[src/rtl/i2cm_pkg.sv]
package i2cm_pkg;

    localparam int DATA_W  = 8;
    localparam int ADDR_W  = 3;
    localparam int DIV_W   = 16;
    localparam int PHASE_N = 5;
    localparam int PH_W    = $clog2(PHASE_N);
    localparam int BIT_N   = 9;
    localparam int CNT_W   = $clog2(BIT_N + 1);

    localparam logic [ADDR_W-1:0] OFS_DIV_LO = 3'd0;
    localparam logic [ADDR_W-1:0] OFS_DIV_HI = 3'd1;
    localparam logic [ADDR_W-1:0] OFS_CTL    = 3'd2;
    localparam logic [ADDR_W-1:0] OFS_DATA   = 3'd3;
    localparam logic [ADDR_W-1:0] OFS_CMD    = 3'd4;

    typedef enum logic [1:0] {OP_START, OP_STOP, OP_WBIT, OP_RBIT} bitop_e;
    typedef enum logic [1:0] {SQ_IDLE, SQ_START, SQ_BITS, SQ_STOP} seq_e;

    typedef struct packed {
        logic start;
        logic stop;
        logic rd;
        logic wr;
        logic ack;
    } cmd_t;

    typedef struct packed {
        logic scl_rel;
        logic sda_rel;
    } lines_t;

    function automatic cmd_t decode_cmd(input logic [DATA_W-1:0] w);
        cmd_t c;
        c.start = w[7];
        c.stop  = w[6];
        c.rd    = w[5];
        c.wr    = w[4];
        c.ack   = w[3];
        return c;
    endfunction

    function automatic lines_t line_pat(input bitop_e op, input logic [PH_W-1:0] ph,
                                        input logic b);
        lines_t l;
        l = '{scl_rel: 1'b0, sda_rel: b};
        case (op)
            OP_START: case (ph)
                3'd0:    l = '{scl_rel: 1'b0, sda_rel: 1'b1};
                3'd1:    l = '{scl_rel: 1'b1, sda_rel: 1'b1};
                3'd2,
                3'd3:    l = '{scl_rel: 1'b1, sda_rel: 1'b0};
                default: l = '{scl_rel: 1'b0, sda_rel: 1'b0};
            endcase
            OP_STOP: case (ph)
                3'd0:    l = '{scl_rel: 1'b0, sda_rel: 1'b0};
                3'd1,
                3'd2:    l = '{scl_rel: 1'b1, sda_rel: 1'b0};
                default: l = '{scl_rel: 1'b1, sda_rel: 1'b1};
            endcase
            default: l = '{scl_rel: (ph == 3'd2 || ph == 3'd3), sda_rel: b};
        endcase
        return l;
    endfunction

    function automatic logic arb_window(input bitop_e op, input logic [PH_W-1:0] ph,
                                        input logic b);
        return (op == OP_START && ph == 3'd1) ||
               (op == OP_WBIT  && b && ph == 3'd3) ||
               (op == OP_STOP  && ph == 3'd4);
    endfunction

endpackage

[src/rtl/i2cm_tick.sv]
module i2cm_tick
    import i2cm_pkg::*;
#(
    parameter int W = DIV_W
) (
    input  logic         clk,
    input  logic         rst,
    input  logic         en,
    input  logic         restart,
    input  logic [W-1:0] limit,
    output logic         tick
);
    logic [W-1:0] cnt;

    assign tick = en && (cnt == limit);

    always_ff @(posedge clk) begin
        if (rst || !en || restart || tick) cnt <= '0;
        else                               cnt <= cnt + 1'b1;
    end

    // a nonzero divider never yields back-to-back phase ends
    a_r3_tick_gap: assert property (@(posedge clk) disable iff (rst)
        (tick && limit != '0) |=> !tick);

endmodule

[src/rtl/i2cm_linemon.sv]
module i2cm_linemon (
    input  logic clk,
    input  logic rst,
    input  logic scl_i,
    input  logic sda_i,
    output logic scl_s,
    output logic sda_s,
    output logic busy
);
    logic [1:0] scl_sync, sda_sync;
    logic       scl_d, sda_d;
    logic       start_seen, stop_seen;

    assign scl_s = scl_sync[1];
    assign sda_s = sda_sync[1];
    assign start_seen = scl_s && scl_d && sda_d && !sda_s;
    assign stop_seen  = scl_s && scl_d && !sda_d && sda_s;

    always_ff @(posedge clk) begin
        if (rst) begin
            scl_sync <= 2'b11;
            sda_sync <= 2'b11;
            scl_d    <= 1'b1;
            sda_d    <= 1'b1;
            busy     <= 1'b0;
        end else begin
            scl_sync <= {scl_sync[0], scl_i};
            sda_sync <= {sda_sync[0], sda_i};
            scl_d    <= scl_s;
            sda_d    <= sda_s;
            if (start_seen)     busy <= 1'b1;
            else if (stop_seen) busy <= 1'b0;
        end
    end

    a_r8_busy_on_start: assert property (@(posedge clk) disable iff (rst)
        start_seen |=> busy);
    a_r8_free_on_stop: assert property (@(posedge clk) disable iff (rst)
        stop_seen |=> !busy);

endmodule

[src/rtl/i2cm_phy.sv]
module i2cm_phy
    import i2cm_pkg::*;
(
    input  logic   clk,
    input  logic   rst,
    input  logic   tick,
    input  logic   sda_s,
    input  logic   go,
    input  bitop_e op,
    input  logic   wbit,
    output logic   done,
    output logic   lost,
    output logic   rbit,
    output logic   scl_rel,
    output logic   sda_rel,
    output logic   active
);
    logic [PH_W-1:0] phase;
    bitop_e          op_q;
    logic            bit_q;
    logic            wbit_eff;
    logic            at_end;
    lines_t          nxt;

    assign wbit_eff = (op == OP_RBIT) ? 1'b1 : wbit;
    assign at_end   = active && tick;
    assign lost     = at_end && arb_window(op_q, phase, bit_q) && !sda_s;
    assign done     = at_end && (phase == PH_W'(PHASE_N - 1)) && !lost;
    assign nxt      = go ? line_pat(op, '0, wbit_eff)
                         : line_pat(op_q, phase + 1'b1, bit_q);

    always_ff @(posedge clk) begin
        if (rst) begin
            active  <= 1'b0;
            phase   <= '0;
            op_q    <= OP_START;
            bit_q   <= 1'b1;
            scl_rel <= 1'b1;
            sda_rel <= 1'b1;
            rbit    <= 1'b1;
        end else if (lost) begin
            active  <= 1'b0;
            scl_rel <= 1'b1;
            sda_rel <= 1'b1;
        end else if (go) begin
            active  <= 1'b1;
            phase   <= '0;
            op_q    <= op;
            bit_q   <= wbit_eff;
            scl_rel <= nxt.scl_rel;
            sda_rel <= nxt.sda_rel;
        end else if (at_end) begin
            if (phase == PH_W'(PHASE_N - 2)) rbit <= sda_s;
            if (phase == PH_W'(PHASE_N - 1)) begin
                active <= 1'b0;
            end else begin
                phase   <= phase + 1'b1;
                scl_rel <= nxt.scl_rel;
                sda_rel <= nxt.sda_rel;
            end
        end
    end

    // losing arbitration frees both lines on the next cycle
    a_r9_lines_freed: assert property (@(posedge clk) disable iff (rst)
        lost |=> (scl_rel && sda_rel && !active));
    // a new bit operation starts only when the engine is free or just finishing
    a_r4_go_when_free: assert property (@(posedge clk) disable iff (rst)
        go |-> (!active || done));

endmodule

[src/rtl/i2cm_seq.sv]
module i2cm_seq
    import i2cm_pkg::*;
(
    input  logic              clk,
    input  logic              rst,
    input  logic              cmd_go,
    input  cmd_t              cmd,
    input  logic [DATA_W-1:0] tx,
    input  logic              phy_done,
    input  logic              phy_lost,
    input  logic              rbit,
    output logic              go,
    output bitop_e            op,
    output logic              wbit,
    output logic              fin,
    output logic              byte_end,
    output logic              wr_mode,
    output logic [DATA_W-1:0] rx_byte
);
    seq_e              state, nstate;
    cmd_t              cmd_q;
    logic [CNT_W-1:0]  cnt;
    logic [DATA_W-1:0] sh;

    assign wr_mode  = cmd_q.wr;
    assign rx_byte  = sh;
    assign byte_end = (state == SQ_BITS) && phy_done && (cnt == CNT_W'(BIT_N - 1));

    always_comb begin
        go     = 1'b0;
        op     = OP_START;
        wbit   = 1'b1;
        fin    = 1'b0;
        nstate = state;
        case (state)
            SQ_IDLE: if (cmd_go) begin
                if (cmd.start) begin
                    go = 1'b1; op = OP_START; nstate = SQ_START;
                end else if (cmd.wr || cmd.rd) begin
                    go = 1'b1; op = cmd.wr ? OP_WBIT : OP_RBIT;
                    wbit = tx[DATA_W-1]; nstate = SQ_BITS;
                end else if (cmd.stop) begin
                    go = 1'b1; op = OP_STOP; nstate = SQ_STOP;
                end else begin
                    fin = 1'b1;
                end
            end
            SQ_START: if (phy_done) begin
                if (cmd_q.wr || cmd_q.rd) begin
                    go = 1'b1; op = cmd_q.wr ? OP_WBIT : OP_RBIT;
                    wbit = sh[DATA_W-1]; nstate = SQ_BITS;
                end else if (cmd_q.stop) begin
                    go = 1'b1; op = OP_STOP; nstate = SQ_STOP;
                end else begin
                    fin = 1'b1; nstate = SQ_IDLE;
                end
            end
            SQ_BITS: if (phy_done) begin
                if (cnt < CNT_W'(DATA_W - 1)) begin
                    go = 1'b1; op = cmd_q.wr ? OP_WBIT : OP_RBIT;
                    wbit = sh[DATA_W-2];
                end else if (cnt == CNT_W'(DATA_W - 1)) begin
                    go = 1'b1; op = cmd_q.wr ? OP_RBIT : OP_WBIT;
                    wbit = cmd_q.ack;
                end else if (cmd_q.stop) begin
                    go = 1'b1; op = OP_STOP; nstate = SQ_STOP;
                end else begin
                    fin = 1'b1; nstate = SQ_IDLE;
                end
            end
            default: if (phy_done) begin
                fin = 1'b1; nstate = SQ_IDLE;
            end
        endcase
        if (phy_lost) begin
            go     = 1'b0;
            fin    = 1'b0;
            nstate = SQ_IDLE;
        end
    end

    always_ff @(posedge clk) begin
        if (rst) begin
            state <= SQ_IDLE;
            cmd_q <= '0;
            cnt   <= '0;
            sh    <= '0;
        end else begin
            state <= nstate;
            if (state == SQ_IDLE && cmd_go) begin
                cmd_q <= cmd;
                sh    <= tx;
                cnt   <= '0;
            end else if (state == SQ_BITS && phy_done && !phy_lost
                         && cnt < CNT_W'(DATA_W)) begin
                sh  <= {sh[DATA_W-2:0], rbit};
                cnt <= cnt + 1'b1;
            end else if (state == SQ_BITS && phy_done && !phy_lost) begin
                cnt <= cnt + 1'b1;
            end
        end
    end

    // the STOP step is entered only for commands that asked for it
    a_r7_stop_requested: assert property (@(posedge clk) disable iff (rst)
        (state == SQ_STOP) |-> cmd_q.stop);
    // a START request always begins with the START step
    a_r4_start_first: assert property (@(posedge clk) disable iff (rst)
        (state == SQ_IDLE && cmd_go && cmd.start) |=> (state == SQ_START));

endmodule

[src/rtl/i2c_byte_master.sv]
module i2c_byte_master
    import i2cm_pkg::*;
(
    input  logic              clk,
    input  logic              rst,
    input  logic [ADDR_W-1:0] bus_addr,
    input  logic [DATA_W-1:0] bus_wdata,
    input  logic              bus_wr,
    input  logic              bus_rd,
    output logic [DATA_W-1:0] bus_rdata,
    output logic              irq,
    input  logic              scl_i,
    output logic              scl_oe,
    input  logic              sda_i,
    output logic              sda_oe
);
    logic [DIV_W-1:0]  div_q;
    logic              ctl_en, ctl_ien, ctl_mst;
    logic [DATA_W-1:0] tx_q, rx_q;
    logic              st_nack, st_al, tip, iflag;

    cmd_t              wcmd;
    logic              cmd_wr, cmd_go;
    logic              tick, scl_s, sda_s, busy;
    logic              phy_go, phy_done, phy_lost, phy_rbit, phy_active;
    logic              scl_rel, sda_rel, phy_wbit;
    bitop_e            phy_op;
    logic              seq_fin, byte_end, wr_mode;
    logic [DATA_W-1:0] rx_byte;

    assign wcmd   = decode_cmd(bus_wdata);
    assign cmd_wr = bus_wr && (bus_addr == OFS_CMD);
    assign cmd_go = cmd_wr && ctl_en && !tip &&
                    (wcmd.start || wcmd.stop || wcmd.rd || wcmd.wr);
    assign irq    = iflag && ctl_ien;
    assign scl_oe = !scl_rel;
    assign sda_oe = !sda_rel;

    i2cm_tick #(.W(DIV_W)) u_tick (
        .clk(clk), .rst(rst), .en(ctl_en), .restart(cmd_go),
        .limit(div_q), .tick(tick)
    );

    i2cm_linemon u_mon (
        .clk(clk), .rst(rst), .scl_i(scl_i), .sda_i(sda_i),
        .scl_s(scl_s), .sda_s(sda_s), .busy(busy)
    );

    i2cm_phy u_phy (
        .clk(clk), .rst(rst), .tick(tick), .sda_s(sda_s),
        .go(phy_go), .op(phy_op), .wbit(phy_wbit),
        .done(phy_done), .lost(phy_lost), .rbit(phy_rbit),
        .scl_rel(scl_rel), .sda_rel(sda_rel), .active(phy_active)
    );

    i2cm_seq u_seq (
        .clk(clk), .rst(rst), .cmd_go(cmd_go), .cmd(wcmd), .tx(tx_q),
        .phy_done(phy_done), .phy_lost(phy_lost), .rbit(phy_rbit),
        .go(phy_go), .op(phy_op), .wbit(phy_wbit), .fin(seq_fin),
        .byte_end(byte_end), .wr_mode(wr_mode), .rx_byte(rx_byte)
    );

    always_ff @(posedge clk) begin
        if (rst) begin
            div_q   <= '0;
            ctl_en  <= 1'b0;
            ctl_ien <= 1'b0;
            ctl_mst <= 1'b0;
            tx_q    <= '0;
            rx_q    <= '0;
            st_nack <= 1'b0;
            st_al   <= 1'b0;
            tip     <= 1'b0;
            iflag   <= 1'b0;
        end else begin
            if (bus_wr) begin
                case (bus_addr)
                    OFS_DIV_LO: if (!ctl_en) div_q[7:0]  <= bus_wdata;
                    OFS_DIV_HI: if (!ctl_en) div_q[15:8] <= bus_wdata;
                    OFS_CTL: begin
                        ctl_en  <= bus_wdata[7];
                        ctl_ien <= bus_wdata[6];
                        ctl_mst <= bus_wdata[5];
                    end
                    OFS_DATA: tx_q <= bus_wdata;
                    default: ;
                endcase
            end
            if (cmd_wr && bus_wdata[0]) iflag <= 1'b0;
            if (cmd_go) begin
                tip   <= 1'b1;
                st_al <= 1'b0;
            end
            if (byte_end) begin
                if (wr_mode) st_nack <= phy_rbit;
                else         rx_q    <= rx_byte;
            end
            if (seq_fin) begin
                tip   <= 1'b0;
                iflag <= 1'b1;
            end
            if (phy_lost) begin
                tip   <= 1'b0;
                iflag <= 1'b1;
                st_al <= 1'b1;
            end
        end
    end

    always_ff @(posedge clk) begin
        if (rst) begin
            bus_rdata <= '0;
        end else if (bus_rd) begin
            case (bus_addr)
                OFS_DIV_LO: bus_rdata <= div_q[7:0];
                OFS_DIV_HI: bus_rdata <= div_q[15:8];
                OFS_CTL:    bus_rdata <= {ctl_en, ctl_ien, ctl_mst, 5'b0};
                OFS_DATA:   bus_rdata <= rx_q;
                OFS_CMD:    bus_rdata <= {st_nack, busy, st_al, 3'b0, tip, iflag};
                default:    bus_rdata <= '0;
            endcase
        end
    end

    a_r11_tip_raised: assert property (@(posedge clk) disable iff (rst)
        cmd_go |=> tip);
    a_r2_disabled_quiet: assert property (@(posedge clk) disable iff (rst)
        (!ctl_en && !tip) |=> !tip);
    a_r10_flag_on_end: assert property (@(posedge clk) disable iff (rst)
        (seq_fin || phy_lost) |=> iflag);
    a_r11_engine_only_when_busy: assert property (@(posedge clk) disable iff (rst)
        phy_active |-> tip);

endmodule

[config.mk]
export PLATFORM = sky130hd
export DESIGN_NAME = i2c_byte_master
export DESIGN_NICKNAME = d
export VERILOG_FILES = /design/src/rtl/i2cm_pkg.sv /design/src/rtl/i2cm_tick.sv /design/src/rtl/i2cm_linemon.sv /design/src/rtl/i2cm_phy.sv /design/src/rtl/i2cm_seq.sv /design/src/rtl/i2c_byte_master.sv
export SDC_FILE = /design/constraint.sdc
export NUM_CORES = 1
export LEC_CHECK = 0
export CAP_MARGIN = 20
export CORE_UTILIZATION = 35
export DETAILED_ROUTE_END_ITERATION = 12
export MAX_ROUTING_LAYER = met4
export PLACE_DENSITY = 0.59
export SLEW_MARGIN = 10
export SYNTH_ARGS = -nofsm -noshare
export SYNTH_HDL_FRONTEND = slang
export SYNTH_HIERARCHICAL = 1
export SYNTH_SLANG_ARGS = --single-unit
[constraint.sdc]
create_clock -name clk -period 8.3 [get_ports clk]
set_input_delay 1.66 -clock clk [delete_from_list [all_inputs] [get_ports clk]]
set_output_delay 1.66 -clock clk [all_outputs]
set_load 0.005 [all_outputs]
==> impl_metrics.tcl, run 1 <==
set metrics [dict create \
    status "finished clean" \
    drv_cap 0 \
    syn2layout_area_growth_pct 13.1 \
    finalSetupViolCount 0 \
    holdWs_ps 413 \
    fin_area_um2 5660 \
    synth_edf_count 0 \
    grt_pass1_wl_um 19400 \
    nets 615 \
    cts_max_level 3 \
    drt_iter0_drc 287 \
    crit_fanout 18 \
    dpl-instance-area_um2 5340 \
    drt-total-wl_um 11400 \
    required_ps 8540 \
    antenna_cells 0 \
    crit_type "input pin to flop" \
    slew_headroom 0.378 \
    path_clk_slew_ps 70 \
    ios 28 \
    fin_skew_ps 10.2 \
    p_leak_nw 1.92 \
    yosysSeqAreaShare 0.392 \
    fin_ws_ps 3340 \
    synth_area_per_cell_um2 8.75 \
    endpoint_kind "flop" \
    synthesis.nets 603 \
    fin_setup_tns_ps 0 \
    grt_usage 0.172 \
    max_stage_delay_ps 780 \
    synth-simple-area-share 0.255 \
    crit_chain "clkdlybuf4s50_1, and4bb_2, nand3_1, inv_1, and2_1, o21ai_0, o21ai_0, nor3b_2, nor3b_1, a221o_1" \
    cts_setup_buffers 0 \
    mostFrequentLayoutCell "dfxtp_1" \
    cts-root-buf "clkbuf_16" \
    synthTopCellsByArea "dfxtp_1 39%, mux2i_1 7.2%, nor2_1 6.2%" \
    antenna_found_initial 0 \
    vias 4014 \
    slew_viol_final 0 \
    dp_hpwl_um 8260 \
    die_h_um 122 \
    ir_drop_mv 0.0957 \
    synth_area_um2 5000 \
    finalHoldViolations 0 \
    layout-drive-gt1-share 0.0764 \
    die_w_um 122 \
    firstDrtPassIters 4 \
    start_util 0.359 \
    cts_inserted_buffers 9 \
    yosysWarnings 6 \
    postRouteAntennaNets 0 \
    vias_per_cell 5.22 \
    clock_latency_ps 350 \
    path_delay_family "simple AND/OR/NAND/NOR gates" \
    grt_pass1_vias 3881 \
    rsz0062_at_grt "no" \
    synth_compound_area_frac 0.122 \
    ctsResizeCount 0 \
    path_buf_inv 2 \
    synthAdderAreaFrac 0.0350 \
    finalPower_mw 0.964 \
    maxClockFrequency_mhz 202 \
    cts_tree "built" \
    gp_congestion 0.862 \
    hp-class "flop to flop" \
    slowest_stage "clkdlybuf4s50_1" \
    powerDensity_nw_per_um2 170 \
    yosys.area.top_type "dfxtp_1" \
    synth_xor_area_frac 0.0577 \
    die-area_um2 14800 \
    synth_top_area_share 0.392 \
    routedWlPerCell_um 14.8 \
    ctsHoldBuffers 0 \
    synth_top_family_by_area "simple AND/OR/NAND/NOR gates" \
    dp_slack_ps 2570 \
    drc 0 \
    tightestPinTransition_ps 932 \
    startpoint_type "input pin" \
    core_area_um2 13900 \
    worst-endpoint-arrival_ps 5200 \
    async_reset_ff_frac 0 \
    path_common_cell "o21ai_0" \
    yosysUniqueCellTypes 65 \
    io_buffer_count 27 \
    finalCritPeriodShare 0.598 \
    clock-sinks 98 \
    synth_ff_type "dfxtp_1" \
    synth_mux_area_frac 0.0900 \
    synthCells 572 \
    grt_max_degree 83 \
    clockBufferDepth 2 \
    synth.ff_latch_count 98 \
    min_period_ps 4960 \
    layout_common_cells "98 x dfxtp_1, 82 x nor2_1, 67 x nand2_1, 36 x mux2i_1" \
    grt-ovfl-total 0 \
    rows 43 \
]
routing by layer:
metal	wire (um)	global-route usage
met1	5480	0.224
met2	5250	0.266
met3	480	0.0379
met4	143	0.0532
met5	0	-
per-stage QoR:
step | cells | utilization
after floorplan | 572 | -
after global placement | 753 | 0.383
after detailed placement | 753 | 0.383
after CTS | 769 | 0.406
after global routing | 769 | 0.406
final | 769 | 0.406
worst reg2reg max path: cells and delay by family, from the launching register on:
kind,cells,cell delay (ps)
AND/OR/NAND/NOR,9,2970
flip-flops,1,350
multiplexers,1,270
buffers and inverters,1,220
XOR/XNOR,1,180
path summary, 6_finish.rpt:
kind	startpoint	to	slack [ps]	cells past startpoint
worst min register to register	u_mon/sda_sync[0]	u_mon/sda_sync[1]	410	1
worst min-delay path	u_mon/sda_sync[0]	u_mon/sda_sync[1]	410	1
worst max register to register	u_tick/cnt[13]	rx_q[5]	4180	12
worst max-delay path	bus_addr[0]	u_phy/rbit	3340	10
report_power, final:
part           switching, mW  internal (mW)
clock network          0.191          0.239
registers            0.00504          0.476
logic                 0.0299         0.0222
sequential cells by signal, indices dropped and copies added, names as in the netlist, 3 cells and up:
| name | count |
|---|---|
| tx_q | 8 |
| div_q | 16 |
| u_phy/phase | 3 |
| u_tick/cnt | 16 |
| u_seq/cnt | 4 |
| bus_rdata | 8 |
| u_seq/rx_byte | 8 |
| u_seq/cmd_q | 3 |
| rx_q | 8 |
cells by family after synthesis:
kind of cell	Yosys count
and+or+nand+nor	253
DFF	98
AOI/OAI and AO/OA	83
buffers and inverters	47
muxes	44
xor gates and xnor gates	33
adders and majority gates	14
area by class of cell:
| class | instances | area (um^2) |
|---|---|---|
| flip-flops and latches | 98 | 1960 |
| repair buffers | 30 | 288 |
| clock inverters | 7 | 83.8 |
| fillers | 1377 | 8280 |
| clock buffers | 9 | 225 |
| inverters | 18 | 67.6 |
| well taps | 180 | 225 |
| multi-input cells | 427 | 2810 |
Yosys cell counts (3+ instances only):
cell	n
buf_2	7
a311oi_1	6
nand4b_1	3
clkbuf_1	14
o21ai_0	10
nand4_1	7
nor3_1	14
a211oi_1	7
mux2i_1	36
nor2b_1	8
buf_6	5
nand2_1	67
nand3_1	16
xor2_1	16
mux2_2	8
o311a_1	3
a21oi_1	26
or3_1	6
nor4_1	5
nor3b_1	5
inv_1	18
nor2_1	82
o31ai_1	4
and2_1	5
a311oi_2	3
a31oi_1	5
xnor2_1	17
a221oi_1	3
or2b_1	3
or2_1	6
nand2b_1	4
ha_1	14
nor4bb_1	3
dfxtp_1	98
(Power assumes the default switching activity.)
==> run 2: changes to the inputs <==
==> constraint.sdc (replaced) <==
create_clock -name clk -period 5.1 [get_ports clk]
set_input_delay 1.02 -clock clk [delete_from_list [all_inputs] [get_ports clk]]
set_output_delay 1.02 -clock clk [all_outputs]
set_load 0.005 [all_outputs]
==> impl_metrics.tcl, run 2 (synthesis results as in run 1) <==
set metrics [dict create \
    die_h_um 122 \
    vias 3986 \
    rsz0062_at_grt "no" \
    path_clk_slew_ps 60 \
    rr_worst_depth 14 \
    nets 620 \
    startpoint_type "flop" \
    die-area_um2 14800 \
    vias_per_cell 5.17 \
    switching_share 0.201 \
    cts_inserted_buffers 9 \
    mostFrequentLayoutCell "dfxtp_1" \
    crit_fanout 12 \
    grt_max_degree 45 \
    p_int_mw 1.30 \
    min_to "u_mon/scl_sync[1]" \
    slew_headroom 0.427 \
    hp-class "flop to flop" \
    core_area_um2 13900 \
    cts_setup_buffers 0 \
    tightestPinTransition_ps 859 \
    cts_tree "built" \
    slew_viol_final 0 \
    grt_pass1_vias 3821 \
    min_period_ps 3740 \
    antenna_cells 0 \
    cts_max_level 3 \
    firstDrtPassIters 4 \
    finalCritPeriodShare 0.733 \
    endpoint_kind "flop" \
    die_w_um 122 \
    path_common_cell "nand2_1" \
    routedWlPerCell_um 15.0 \
    hold_start "u_mon/scl_sync[0]" \
    ir_drop_mv 0.150 \
    p_comb_frac 0.053 \
    clock-sinks 98 \
    powerDensity_nw_per_um2 284 \
    required_ps 5370 \
    post-route-util 0.410 \
    fillCellCount 1376 \
    hold_path_depth 1 \
    start_util 0.359 \
    largest_registers "div_q x16, u_tick/cnt x16" \
    drv_cap 0 \
    seq_power_share 0.483 \
    switching_power_mw 0.326 \
    drt_iter0_drc 346 \
    max_stage_delay_ps 690 \
    crit_chain "xor2_1, nor4_1, nand2_1, nor4_1, nand2_1, a311oi_2, nor3_1, buf_4, nand2_1, o21ai_0, nor3b_1, buf_4, or4b_2, a31oi_1" \
    postRouteAntennaNets 0 \
    crit_type "flop to flop" \
    ios 28 \
    layout-drive-gt1-share 0.0778 \
    antenna_found_initial 0 \
    rows 43 \
    clockBufferDepth 2 \
    cts-root-buf "clkbuf_16" \
    ctsResizeCount 0 \
    gp_congestion 0.837 \
    grt_usage 0.171 \
    slowest_stage "or4b_2" \
    layout_common_cells "98 x dfxtp_1, 82 x nor2_1, 67 x nand2_1, 36 x mux2i_1" \
    crit_path_start "u_tick/cnt[2]" \
    ctsHoldBuffers 0 \
    worst-endpoint-arrival_ps 4000 \
    drt-total-wl_um 11500 \
    grt-ovfl-total 0 \
    io_buffer_count 27 \
    p_clk_frac 0.464 \
    dp_hpwl_um 8280 \
    drc 0 \
    p_leak_nw 1.95 \
    syn2layout_area_growth_pct 14.1 \
    grt_pass1_wl_um 19300 \
    clock_latency_ps 340 \
    rr_endpoint "u_phy/phase[1]" \
    crit-reg2reg-launch "u_tick/cnt[2]" \
    status "finished clean" \
    regToRegSetupSlack_ps 1360 \
    fin_setup_tns_ps 0 \
    finalSetupViolCount 0 \
    fin_skew_ps 4.93 \
    finalHoldViolations 0 \
    maxClockFrequency_mhz 268 \
]
==> run 2: cell count changes in the layout (fill, tap and decap cells not counted), sizes merged <==
| cell | before | now |
|---|---|---|
| inv | 21 | 18 |
| buf | 4 | 9 |
| clkinv | 3 | 0 |
| clkbuf | 9 | 10 |
| bufinv | 1 | 3 |
==> run 2: area by class of cell <==
type	instances	area, um^2	share of cell area
Multi-Input combinational cell	427	2800	0.491
Clock buffer	10	239	0.0418
Clock inverter	3	90.1	0.0158
Inverter	18	67.6	0.0118
Timing Repair Buffer	35	325	0.0570
Tap cell	180	225	0.0394
Sequential cell	98	1960	0.344
==> run 2: worst max path at each step <==
stage,endpoint,slack [ps],depth (start not counted)
5_1_grt,u_phy/phase[2],1090,14
4_1_cts,u_phy/phase[1],1360,14
3_3_place_gp,u_phy/phase[1],1160,11
2_1_floorplan,u_phy/phase[2],1610,15
6_report,u_phy/phase[1],1360,14
3_5_place_dp,u_phy/phase[1],1090,11
==> run 2: per-layer routing <==
metal  routed length (um)  GRT usage  up-vias  share of wire
met5                    0          -        -              0
met3                  373     0.0239        9          0.032
met1                 5540      0.221     1888           0.48
met2                 5510      0.271       68           0.48
met4                  109     0.0648        0         0.0095
li1                     -          -     2021              -
==> run 2: stage by stage <==
stage          setup WS, ps  cells  total power, mW  hold slack, ps  instance area (um^2)
6_report               1360    771             1.62             407                  5710
3_5_place_dp           1090    758            0.887             397                  5380
2_1_floorplan          1610    572            0.850             383                  5000
4_1_cts                1360    771             1.64             412                  5710
5_1_grt                1090    771             1.68             439                  5710
3_3_place_gp           1160    758            0.885             388                  5380
==> run 2: power groups by stage <==
stage	Clock, mW	Combinational, mW	Sequential, mW
global placement	0	0.0854	0.800
global route	0.802	0.0953	0.784
CTS	0.775	0.0871	0.783
finish	0.752	0.0864	0.783
floorplan	0	0.0523	0.797
detailed placement	0	0.0867	0.800
==> run 2: critical path, delay by kind of cell, from the launching register on <==
family | cells | cell delay [ps]
flip-flops | 1 | 370
XOR/XNOR | 1 | 180
AND/OR/NAND/NOR | 8 | 2190
buffers and inverters | 2 | 360
AO/OA/AOI/OAI | 3 | 550
